==> config.mk <==
export PLATFORM = sky130hd
export DESIGN_NAME = fbridge_pwm_ctrl
export DESIGN_NICKNAME = d
export VERILOG_FILES = /design/src/rtl/fbp_pkg.sv /design/src/rtl/fbp_period_timer.sv /design/src/rtl/fbp_softstart.sv /design/src/rtl/fbp_leg_width.sv /design/src/rtl/fbp_gate_drive.sv /design/src/rtl/fbp_fault_latch.sv /design/src/rtl/fbridge_pwm_ctrl.sv
export SDC_FILE = /design/constraint.sdc
export NUM_CORES = 1
export LEC_CHECK = 0
export ABC_CLOCK_PERIOD_IN_PS = 3900
export BUFFER_PORTS_ARGS = -buffer_cell sky130_fd_sc_hd__buf_2
export CAP_MARGIN = 20
export CORE_ASPECT_RATIO = 0.6
export CORE_MARGIN = 10
export CORE_UTILIZATION = 50
export CTS_BUF_LIST = sky130_fd_sc_hd__clkbuf_2 sky130_fd_sc_hd__clkbuf_4 sky130_fd_sc_hd__clkbuf_8
export CTS_CLUSTER_DIAMETER = 40
export DETAILED_ROUTE_END_ITERATION = 16
export PLACE_DENSITY = 0.68
export SKIP_CTS_REPAIR_TIMING = 1
export SLEW_MARGIN = 20
export SYNTH_ARGS = -nofsm -noshare
export SYNTH_HDL_FRONTEND = slang
export SYNTH_HIERARCHICAL = 1
export SYNTH_SLANG_ARGS = --single-unit
==> constraint.sdc <==
create_clock -name clk -period 3.9 [get_ports clk]
set_input_delay 0.195 -clock clk [delete_from_list [all_inputs] [get_ports clk]]
set_output_delay 0.195 -clock clk [all_outputs]
set_load 0.02 [all_outputs]
==> src/rtl/fbp_pkg.sv <==
package fbp_pkg;

   // Gate pattern of the two diagonal pairs, a = first half, b = second half
   typedef struct packed {
      logic a;
      logic b;
   } pair_t;

   // Number of legs with an individually trimmed on-time
   localparam int NUM_LEGS = 2;

endpackage

==> src/rtl/fbp_period_timer.sv <==
module fbp_period_timer #(
   parameter int HALF_CNT = 750,
   parameter int CNT_W    = 11
) (
   input  logic             clk,
   input  logic             rst_n,
   input  logic             run,
   output logic [CNT_W-1:0] cnt,
   output logic             wrap
);

   localparam int               PERIOD = 2 * HALF_CNT;
   localparam logic [CNT_W-1:0] LAST_V = CNT_W'(PERIOD - 1);

   always_ff @(posedge clk or negedge rst_n) begin
      if (!rst_n) begin
         cnt <= '0;
      end else if (!run) begin
         cnt <= '0;
      end else if (cnt == LAST_V) begin
         cnt <= '0;
      end else begin
         cnt <= cnt + 1'b1;
      end
   end

   assign wrap = run && (cnt == LAST_V);

   AST_CNT_RANGE: assert property (@(posedge clk) disable iff (!rst_n)
      cnt <= LAST_V);
   AST_WRAP_ZERO: assert property (@(posedge clk) disable iff (!rst_n)
      wrap |=> (cnt == '0));

endmodule

==> src/rtl/fbp_softstart.sv <==
module fbp_softstart #(
   parameter int HALF_CNT  = 750,
   parameter int CNT_W     = 11,
   parameter int MIN_DUTY  = 15,
   parameter int RAMP_STEP = 30
) (
   input  logic             clk,
   input  logic             rst_n,
   input  logic             restart,
   input  logic             wrap,
   input  logic             bus_ok,
   output logic [CNT_W-1:0] base
);

   localparam logic [CNT_W-1:0] MIN_V  = CNT_W'(MIN_DUTY);
   localparam logic [CNT_W-1:0] CAP_V  = CNT_W'(HALF_CNT);
   localparam logic [CNT_W-1:0] STEP_V = CNT_W'(RAMP_STEP);
   localparam logic [CNT_W-1:0] TOP_V  = CNT_W'(HALF_CNT - RAMP_STEP);

   logic reached;

   always_ff @(posedge clk or negedge rst_n) begin
      if (!rst_n) begin
         base    <= MIN_V;
         reached <= 1'b0;
      end else if (restart) begin
         base    <= MIN_V;
         reached <= 1'b0;
      end else if (wrap) begin
         if (bus_ok) begin
            reached <= 1'b1;
         end else if (!reached) begin
            base <= (base >= TOP_V) ? CAP_V : base + STEP_V;
         end
      end
   end

   AST_BASE_FROZEN: assert property (@(posedge clk) disable iff (!rst_n)
      (reached && !restart) |=> $stable(base));
   AST_BASE_QUIET: assert property (@(posedge clk) disable iff (!rst_n)
      (!wrap && !restart) |=> $stable(base));
   AST_BASE_CAP: assert property (@(posedge clk) disable iff (!rst_n)
      base <= CAP_V);

endmodule

==> src/rtl/fbp_leg_width.sv <==
module fbp_leg_width #(
   parameter int HALF_CNT = 750,
   parameter int CNT_W    = 11,
   parameter int TRIM_W   = 10
) (
   input  logic                     clk,
   input  logic                     rst_n,
   input  logic                     clear,
   input  logic                     load,
   input  logic [CNT_W-1:0]         base,
   input  logic signed [TRIM_W-1:0] trim,
   input  logic [CNT_W-1:0]         dead,
   output logic [CNT_W-1:0]         width
);

   localparam int               SW     = CNT_W + 2;
   localparam logic [CNT_W-1:0] HALF_V = CNT_W'(HALF_CNT);

   logic signed [SW-1:0] req;
   logic signed [SW-1:0] lim_s;
   logic [CNT_W-1:0]     lim;
   logic [CNT_W-1:0]     fitted;

   // Longest allowed on-time keeps at least the dead time idle per half
   assign lim   = (dead >= HALF_V) ? '0 : HALF_V - dead;
   assign lim_s = $signed({2'b00, lim});
   assign req   = $signed({2'b00, base}) + SW'(trim);

   always_comb begin
      if (req[SW-1]) begin
         fitted = '0;
      end else if (req > lim_s) begin
         fitted = lim;
      end else begin
         fitted = req[CNT_W-1:0];
      end
   end

   always_ff @(posedge clk or negedge rst_n) begin
      if (!rst_n) begin
         width <= '0;
      end else if (clear) begin
         width <= '0;
      end else if (load) begin
         width <= fitted;
      end
   end

   AST_WIDTH_HOLD: assert property (@(posedge clk) disable iff (!rst_n)
      (!load && !clear) |=> $stable(width));
   AST_DARK_TRIPPED: assert property (@(posedge clk) disable iff (!rst_n)
      clear |=> (width == '0));

endmodule

==> src/rtl/fbp_gate_drive.sv <==
module fbp_gate_drive
   import fbp_pkg::*;
#(
   parameter int HALF_CNT = 750,
   parameter int CNT_W    = 11
) (
   input  logic             clk,
   input  logic             rst_n,
   input  logic             enable,
   input  logic [CNT_W-1:0] cnt,
   input  logic [CNT_W-1:0] width_a,
   input  logic [CNT_W-1:0] width_b,
   output pair_t            gq
);

   localparam logic [CNT_W-1:0] HALF_V = CNT_W'(HALF_CNT);

   logic             in_b;
   logic [CNT_W-1:0] off_b;
   logic             want_a;
   logic             want_b;

   assign in_b   = (cnt >= HALF_V);
   assign off_b  = cnt - HALF_V;
   assign want_a = !in_b && (cnt < width_a);
   assign want_b = in_b && (off_b < width_b);

   always_ff @(posedge clk or negedge rst_n) begin
      if (!rst_n) begin
         gq <= '0;
      end else begin
         gq.a <= enable & want_a;
         gq.b <= enable & want_b;
      end
   end

   AST_OFF_DISABLED: assert property (@(posedge clk) disable iff (!rst_n)
      !enable |=> (gq == '0));

endmodule

==> src/rtl/fbp_fault_latch.sv <==
module fbp_fault_latch (
   input  logic clk,
   input  logic rst_n,
   input  logic fault_n,
   input  logic fault_clr,
   output logic tripped
);

   always_ff @(posedge clk or negedge rst_n) begin
      if (!rst_n) begin
         tripped <= 1'b0;
      end else if (!fault_n) begin
         tripped <= 1'b1;
      end else if (fault_clr) begin
         tripped <= 1'b0;
      end
   end

   AST_TRIP_SET: assert property (@(posedge clk) disable iff (!rst_n)
      !fault_n |=> tripped);
   AST_TRIP_HOLD: assert property (@(posedge clk) disable iff (!rst_n)
      (tripped && !fault_clr) |=> tripped);
   AST_CLR_BLOCKED: assert property (@(posedge clk) disable iff (!rst_n)
      (tripped && !fault_n) |=> tripped);

endmodule

==> src/rtl/fbridge_pwm_ctrl.sv <==
module fbridge_pwm_ctrl
   import fbp_pkg::*;
#(
   parameter int HALF_CNT  = 750,
   parameter int CNT_W     = 11,
   parameter int TRIM_W    = 10,
   parameter int MIN_DUTY  = 15,
   parameter int RAMP_STEP = 30
) (
   input  logic                     clk,
   input  logic                     rst_n,
   input  logic                     bus_ok,
   input  logic [CNT_W-1:0]         dead_cnt,
   input  logic signed [TRIM_W-1:0] trim_a,
   input  logic signed [TRIM_W-1:0] trim_b,
   input  logic                     fault_n,
   input  logic                     fault_clr,
   output logic                     sw1,
   output logic                     sw2,
   output logic                     sw3,
   output logic                     sw4
);

   // Elaboration-time parameter checks
   if (HALF_CNT < 2) begin : g_chk_half
      $error("HALF_CNT must be at least 2");
   end
   if (CNT_W < $clog2(2 * HALF_CNT)) begin : g_chk_cnt
      $error("CNT_W too narrow for the period");
   end
   if (TRIM_W > CNT_W + 1) begin : g_chk_trim
      $error("TRIM_W must not exceed CNT_W+1");
   end
   if (MIN_DUTY < 0 || MIN_DUTY > HALF_CNT) begin : g_chk_min
      $error("MIN_DUTY out of range");
   end
   if (RAMP_STEP < 1 || RAMP_STEP > HALF_CNT) begin : g_chk_step
      $error("RAMP_STEP out of range");
   end

   logic                     tripped;
   logic                     wrap;
   logic [CNT_W-1:0]         cnt;
   logic [CNT_W-1:0]         base;
   logic [CNT_W-1:0]         width [NUM_LEGS];
   logic signed [TRIM_W-1:0] trim_v [NUM_LEGS];
   logic                     gate_en;
   pair_t                    gq;

   assign trim_v[0] = trim_a;
   assign trim_v[1] = trim_b;
   assign gate_en   = ~tripped & fault_n;

   fbp_fault_latch i_fault (
      .clk       (clk),
      .rst_n     (rst_n),
      .fault_n   (fault_n),
      .fault_clr (fault_clr),
      .tripped   (tripped)
   );

   fbp_period_timer #(
      .HALF_CNT (HALF_CNT),
      .CNT_W    (CNT_W)
   ) i_timer (
      .clk   (clk),
      .rst_n (rst_n),
      .run   (~tripped),
      .cnt   (cnt),
      .wrap  (wrap)
   );

   fbp_softstart #(
      .HALF_CNT  (HALF_CNT),
      .CNT_W     (CNT_W),
      .MIN_DUTY  (MIN_DUTY),
      .RAMP_STEP (RAMP_STEP)
   ) i_ramp (
      .clk     (clk),
      .rst_n   (rst_n),
      .restart (tripped),
      .wrap    (wrap),
      .bus_ok  (bus_ok),
      .base    (base)
   );

   for (genvar g = 0; g < NUM_LEGS; g++) begin : g_leg
      fbp_leg_width #(
         .HALF_CNT (HALF_CNT),
         .CNT_W    (CNT_W),
         .TRIM_W   (TRIM_W)
      ) i_width (
         .clk   (clk),
         .rst_n (rst_n),
         .clear (tripped),
         .load  (wrap),
         .base  (base),
         .trim  (trim_v[g]),
         .dead  (dead_cnt),
         .width (width[g])
      );
   end

   fbp_gate_drive #(
      .HALF_CNT (HALF_CNT),
      .CNT_W    (CNT_W)
   ) i_gate (
      .clk     (clk),
      .rst_n   (rst_n),
      .enable  (gate_en),
      .cnt     (cnt),
      .width_a (width[0]),
      .width_b (width[1]),
      .gq      (gq)
   );

   // Immediate blanking by the fault pin, then by the latch
   assign sw1 = gq.a & gate_en;
   assign sw4 = gq.a & gate_en;
   assign sw2 = gq.b & gate_en;
   assign sw3 = gq.b & gate_en;

   // Support state for the idle-gap check
   logic [CNT_W-1:0] dead_lat;
   logic [CNT_W-1:0] gap_q;
   logic             b_prev;

   always_ff @(posedge clk or negedge rst_n) begin
      if (!rst_n) begin
         dead_lat <= '0;
         gap_q    <= '1;
         b_prev   <= 1'b0;
      end else begin
         if (wrap) dead_lat <= dead_cnt;
         b_prev <= gq.b;
         if (gq.a || gq.b) begin
            gap_q <= '0;
         end else if (gap_q != '1) begin
            gap_q <= gap_q + 1'b1;
         end
      end
   end

   AST_PAIR_EXCL: assert property (@(posedge clk) disable iff (!rst_n)
      !((sw1 || sw4) && (sw2 || sw3)));
   AST_KILL_NEXT: assert property (@(posedge clk) disable iff (!rst_n)
      !fault_n |=> !(sw1 || sw2 || sw3 || sw4));
   AST_DEAD_GAP: assert property (@(posedge clk) disable iff (!rst_n)
      (gq.b && !b_prev) |-> (gap_q >= dead_lat));

endmodule

==> results of run 1 <==
==> through the flow <==
step	instances	hold slack [ns]	instance area (um2)	setup slack, ns
finish	822	-0.0336	6160	0.157
global route	822	0.0131	6160	-0.00172
CTS	817	-0.00201	6050	0.0330
detailed placement	809	0.351	5930	0.0687
global placement	809	0.350	5930	0.0790
floorplan	634	-0.101	5530	0.300
==> power breakdown <==
part / internal [W] / total [W] / switching (W)
Clock: 0.000194 / 0.000401 / 0.000207
Combinational: 0.000156 / 0.000373 / 0.000218
Sequential: 0.000500 / 0.000510 / 0.00000962
==> Yosys cell counts (10+ instances only) <==
master	instances	area share
dfrtp_1	44	0.20
a21o_1	11	0.015
nand4_1	40	0.045
nand2b_1	12	0.014
and2_1	10	0.011
a21oi_1	31	0.028
xnor2_1	27	0.043
nand3_1	17	0.015
nand2_1	57	0.039
o21ai_0	23	0.021
ha_1	73	0.17
xor2_1	12	0.019
a211oi_1	14	0.019
nor2_1	35	0.024
o311ai_2	18	0.053
inv_1	51	0.035
==> layer usage <==
| layer | vias to the layer above | part of all wire |
|---|---|---|
| met4 | 0 | 0.010 |
| met5 | - | 0 |
| met1 | 2464 | 0.48 |
| li1 | 2471 | - |
| met3 | 14 | 0.075 |
| met2 | 179 | 0.44 |
==> sequential cells by signal (all words and copies together) (netlist names) <==
signal	flops
g_leg.i_width/width	22
i_ramp/base	11
i_timer/cnt	11
i_gate/gq	2
i_fault/tripped	1
i_ramp/reached	1
==> layout make-up <==
cell class	count	area share
Timing Repair Buffer	56	0.0577
Tap cell	139	0.0282
Clock inverter	3	0.00752
Inverter	51	0.0311
Sequential cell	48	0.196
Multi-Input combinational cell	520	0.668
Clock buffer	5	0.0112
==> logic make-up (layout without fill, tap and decap cells) <==
group / Yosys count / in the layout
xor gates and xnor gates: 39 / 39
and+or+nand+nor: 231 / 231
AOI/OAI and AO/OA: 174 / 174
buffers and inverters: 66 / 115
muxes: 1 / 1
adders and majority gates: 75 / 75
DFF: 48 / 48
==> worst register-to-register path: stages, from the launching register on <==
cell and delay (ns):
dfstp_2 0.59, ha_4 0.15, inv_1 0.05, fa_2 0.39
nor2b_4 0.12, o31a_1 0.22, o211ai_1 0.14, and2_4 0.20
xnor2_2 0.14, ha_1 0.31, nand4_1 0.10, nor2_1 0.05
o31a_1 0.12, o311a_1 0.39, o211ai_4 0.21, and2_4 0.19
buf_12 0.14, o311ai_2 0.10
==> worst paths after layout <==
kind                                                  from                          to  slack (ns)  cells past startpoint
worst min-delay path                                 rst_n              i_ramp/base[6]       -0.03                      2
max in group asynchronous                            rst_n   g_leg[1].i_width/width[6]        3.48                      2
worst max-delay path                        i_ramp/base[0]   g_leg[1].i_width/width[2]        0.16                     17
worst max register to register              i_ramp/base[0]   g_leg[1].i_width/width[2]        0.16                     17
min in group clk                                 fault_clr             i_fault/tripped        0.03                      2
worst min register to register  g_leg[1].i_width/width[10]  g_leg[1].i_width/width[10]        0.50                      2
==> qor.csv, run 1 <==
stage,metric,value,unit
floorplanning,rows,29,
synth,syn-cell-area,0.00553,mm2
clock_tree,clkTransAtPathRegs,0.11,ns
synth,synthMuxAreaShare,0.00181,
timing,drv_slew,0,
clock_tree,clock_latency,0.32,ns
timing,tns,0,ns
worst_setup_path,slowest_delay,0.59,ns
layout,antennaDiodeCount,0,
synth,synth_top_family_by_area,compound AO/OA/AOI/OAI gates,
clock_tree,numCtsBuffers,5,
floorplanning,die_w,156,um
floorplanning,start_util,0.519,
layout,drive_gt1_frac,0.204,
synth,syn-num-nets,745,
synth,syn_inst,634,
timing,slew_headroom,0.340,
worst_setup_path,crit_fanout,10,
floorplanning,die-area,0.0158,mm2
timing,fmax,267,MHz
timing,finClkSkew,0.00815,ns
grt,grt_use_met3,0.0563,
clock_tree,cts-root-buf,clkbuf_8,
synth,synth-seq-area-share,0.218,
placed_design,gp_congestion,0.936,
synth,syn_avg_cell_area,8.73,um2
detailed_routing,routed_via_density,6.24,
status,outcome,finished with violations,
worst_setup_path,cp_top_family,compound AO/OA/AOI/OAI gates,
worst_setup_path,start_kind,flop,
timing,whs,-0.0336,ns
timing,worst_pin_slew,0.985,ns
grt,antenna_found_initial,0,
detailed_routing,dr_total_vias,5128,
pwr,finalPower,0.00128,W
synth,synthAdderAreaFrac,0.172,
clock_tree,h-tree-depth,2,
detailed_routing,wl_per_cell,18.8,um
synth,synth-main-ff-cell,dfrtp_1,
worst_setup_path,cp-end-kind,flop,
status,violations,negative hold slack,
grt,grt.overflow.total,0,
layout,final_common_cell,ha_1,
synth,synth_edf_count,0,
layout,mostFrequentLayoutCells,"ha_1, nand2_1, inv_1",
placed_design,port_buffers,39,
detailed_routing,drt_wl_total,15500,um
pwr,p_leak,2.65,nW
worst_setup_path,required,4.09,ns
worst_setup_path,path_class,reg -> reg,
grt,first_global_vias,4963,
hold_path,hold_class,in -> async,
synth,yosysUniqueCellTypes,74,
grt,grt_use_total,0.192,
grt,use_met2,0.292,
grt,grt_pass1_wl,25000,um
timing,setup_viol,0,
worst_setup_path,cp_slowest_cell,dfstp_2,
layout,seq_area,0.00121,mm2
placed_design,hpwl,12100,um
worst_setup_path,crit_chain,"ha_4, inv_1, fa_2, nor2b_4, o31a_1, o211ai_1, and2_4, xnor2_2, ha_1, nand4_1, nor2_1, o31a_1, o311a_1, o211ai_4, and2_4, buf_12, o311ai_2",
detailed_routing,first_pass_iters,6,
synth,yosys_register_bits,48,
grt,busiest_layer,met2,
layout,final_util,0.577,
layout,multi_input_area,0.00412,mm2
layout,nFillCells,954,
detailed_routing,drc_errors,0,
layout,area_growth,11.3,%
synth,synth-simple-area-share,0.234,
layout,fin_nets,793,
timing,period_minus_slack,3.74,ns
detailed_routing,drtIter0Drc,412,
pwr,ir_drop,0.000182,V
synth,synth_compound_area_frac,0.263,
timing,hold_violations,32,
run,drv_cap,0,
synth,synth_xor_area_frac,0.0617,
clock_tree,cts_max_path_buffers,2,
worst_setup_path,crit_buf_inv,2,
timing,finalCritPeriodShare,0.960,
synth,synth_warnings,6,
floorplanning,core_area,0.0107,mm2
grt,met1_usage,0.263,
worst_setup_path,arrival,3.94,ns
grt,grt_max_degree,49,
floorplanning,die_h,101,um
clock_tree,cts.sinks,48,
floorplanning,io_pins,40,
clock_tree,cts_tree,built,
pwr,p_per_area,208,mW/mm2
detailed_routing,ant_nets,0,
synth,synthArstFlopShare,1.00,
No activity file was read; power rests on OpenSTA's default activity.
==> inputs of run 2 (changes only) <==
--- a/config.mk
+++ b/config.mk
@@ -5,7 +5,7 @@
 export SDC_FILE = /design/constraint.sdc
 export NUM_CORES = 1
 export LEC_CHECK = 0
-export ABC_CLOCK_PERIOD_IN_PS = 3900
+export ABC_CLOCK_PERIOD_IN_PS = 4670
 export BUFFER_PORTS_ARGS = -buffer_cell sky130_fd_sc_hd__buf_2
 export CAP_MARGIN = 20
 export CORE_ASPECT_RATIO = 0.6
@@ -14,6 +14,7 @@
 export CTS_BUF_LIST = sky130_fd_sc_hd__clkbuf_2 sky130_fd_sc_hd__clkbuf_4 sky130_fd_sc_hd__clkbuf_8
 export CTS_CLUSTER_DIAMETER = 40
 export DETAILED_ROUTE_END_ITERATION = 16
+export GPL_ROUTABILITY_DRIVEN = 0
 export PLACE_DENSITY = 0.68
 export SKIP_CTS_REPAIR_TIMING = 1
 export SLEW_MARGIN = 20
==> constraint.sdc (replaced) <==
create_clock -name clk -period 4.67 [get_ports clk]
set_input_delay 0.2335 -clock clk [delete_from_list [all_inputs] [get_ports clk]]
set_output_delay 0.2335 -clock clk [all_outputs]
set_load 0.02 [all_outputs]
==> qor.csv, run 2 (same netlist as run 1, synthesis figures left out) <==
stage,metric,value,unit,change
run,drv_cap,0,,unchanged
detailed_routing,dr_total_vias,5080,,-0.94%
detailed_routing,ant_nets,0,,unchanged
layout,largest_register_ffs,22,,unchanged
hold_path,hold_class,in -> async,,
detailed_routing,drc_errors,0,,unchanged
worst_setup_path,path_class,reg -> reg,,
layout,drive_gt1_frac,0.169,,-0.0346
layout,mostFrequentLayoutCells,"ha_1, nand2_1, inv_1",,
timing,hold_violations,0,,-100%
detailed_routing,top_layer,met4,,
detailed_routing,drt_wl_total,15700,um,+1.2%
floorplanning,core_area,0.0107,mm2,unchanged
grt,grt_pass1_wl,24800,um,-0.61%
layout,multi_input_area,0.00405,mm2,-1.6%
layout,nFillCells,983,,+3.0%
worst_setup_path,crit_chain,"ha_1, inv_1, fa_1, nor2b_4, o31a_1, o211ai_1, and2_1, xnor2_1, ha_1, nand4_1, nor2_1, o31a_1, o311a_1, o211ai_4, and2_1, o211ai_2",,
status,outcome,finished clean,,
grt,first_global_vias,4978,,+0.30%
layout,fin_nets,779,,-1.8%
worst_setup_path,required,4.86,ns,+0.77 ns
placed_design,hpwl,12300,um,+1.7%
pwr,ir_drop,0.000162,V,-11%
layout,top_regs,"g_leg.i_width/width: 22 flops, i_ramp/base: 11 flops, i_timer/cnt: 11 flops",,
timing,fmax,226,MHz,-16%
detailed_routing,met2WireLength,6990,um,+3.6%
detailed_routing,drtIter0Drc,338,,-18%
timing,rsz0062_at_grt,false,,
worst_setup_path,start_kind,flop,,
timing,finalCritPeriodShare,0.949,,-0.0112
clock_tree,clock_latency,0.33,ns,about the same
detailed_routing,first_pass_iters,5,,-1
grt,antenna_found_initial,0,,unchanged
detailed_routing,wl_met3,987,um,-15%
floorplanning,start_util,0.519,,unchanged
pwr,p_leak,2.51,nW,-5.1%
floorplanning,rows,29,,unchanged
detailed_routing,wl_per_cell,19.4,um,+3.0%
detailed_routing,wl_met1,7540,um,+1.8%
pwr,p_per_area,176,mW/mm2,-16%
floorplanning,io_pins,40,,unchanged
layout,final_common_cell,ha_1,,
grt,grt_max_degree,49,,unchanged
worst_setup_path,slowest_delay,0.59,ns,about the same
worst_setup_path,cp-end-kind,flop,,
grt,grt.overflow.total,0,,unchanged
clock_tree,clkTransAtPathRegs,0.11,ns,about the same
placed_design,port_buffers,39,,unchanged
clock_tree,cts.sinks,48,,unchanged
layout,seq_area,0.00121,mm2,unchanged
floorplanning,die_w,156,um,unchanged
layout,final_util,0.558,,-0.0190
worst_setup_path,arrival,4.62,ns,+0.68 ns
timing,slew_headroom,0.387,,+0.0478
layout,area_growth,7.67,%,
layout,antennaDiodeCount,0,,unchanged
clock_tree,cts_max_path_buffers,2,,unchanged
worst_setup_path,cp_top_family,compound AO/OA/AOI/OAI gates,,
timing,worst_pin_slew,0.915,ns,-0.0698 ns
clock_tree,h-tree-depth,2,,unchanged
layout,top_register,g_leg.i_width/width,,
clock_tree,numCtsBuffers,5,,unchanged
floorplanning,die_h,101,um,unchanged
worst_setup_path,cp_slowest_cell,and2_1,,
timing,setup_viol,0,,unchanged
timing,period_minus_slack,4.43,ns,+0.687 ns
timing,tns,0,ns,unchanged
clock_tree,cts_tree,built,,
clock_tree,cts-root-buf,clkbuf_8,,
floorplanning,die-area,0.0158,mm2,unchanged
worst_setup_path,crit_buf_inv,1,,-1
timing,drv_slew,0,,unchanged
worst_setup_path,crit_fanout,13,,+3
detailed_routing,routed_via_density,6.29,,+0.78%
grt,grt_use_total,0.190,,-0.00201
timing,finClkSkew,0.0114,ns,+0.00320 ns
## run 2: changes by cell type in the layout (fill, tap and decap cells not counted), sizes merged
cell / before / now
buf: 56 / 42
## run 2: area by class of cell
| cell class | count | area share |
|---|---|---|
| clock inverters | 3 | 0.00777 |
| inverters | 51 | 0.0321 |
| well taps | 139 | 0.0292 |
| multi-input cells | 520 | 0.680 |
| clock buffers | 5 | 0.0116 |
| repair buffers | 42 | 0.0365 |
| flip-flops and latches | 48 | 0.202 |
## run 2: worst reg2reg max path: cells and delay by family (launching register included)
family,cells,cell delay [ns]
adders and majority gates,3,0.94
and+or+nand+nor,5,1.10
DFF,1,0.57
buffers and inverters,1,0.07
AOI/OAI and AO/OA,6,1.36
xor gates and xnor gates,1,0.24
## run 2: metal layers
metal  up-vias  GRT usage
met3        16     0.0440
met2       157      0.300
met4         0     0.0394
met1      2461      0.260
met5         -          0
li1       2446          -
## run 2: stage by stage
step	hold slack, ns	worst slack [ns]	cell area, um2	power [W]	instances
floorplan	-0.0621	1.07	5530	0.000624	634
detailed placement	0.395	0.353	5840	0.000712	800
CTS	0.0329	0.317	5960	0.00105	808
global route	0.0653	0.0561	5960	0.00110	808
finish	0.00941	0.240	5960	0.00105	808
global placement	0.388	0.551	5840	0.000702	800
## run 2: worst paths after layout
kind	from	endpoint	slack, ns	depth (start not counted)
setup / recovery	i_ramp/base[0]	g_leg[1].i_width/width[0]	0.24	16
hold / removal	rst_n	i_ramp/base[6]	0.009	2
setup reg to reg	i_ramp/base[0]	g_leg[1].i_width/width[0]	0.24	16
hold reg to reg	i_ramp/base[0]	i_ramp/base[0]	0.52	2
max in group asynchronous	rst_n	g_leg[1].i_width/width[5]	4.19	2
min in group clk	fault_clr	i_fault/tripped	0.06	2
## run 2: power breakdown
| group | internal [W] | switching (W) | total [W] |
|---|---|---|---|
| Sequential | 0.000418 | 0.00000774 | 0.000425 |
| Clock | 0.000162 | 0.000172 | 0.000334 |
| Combinational | 0.000109 | 0.000179 | 0.000288 |
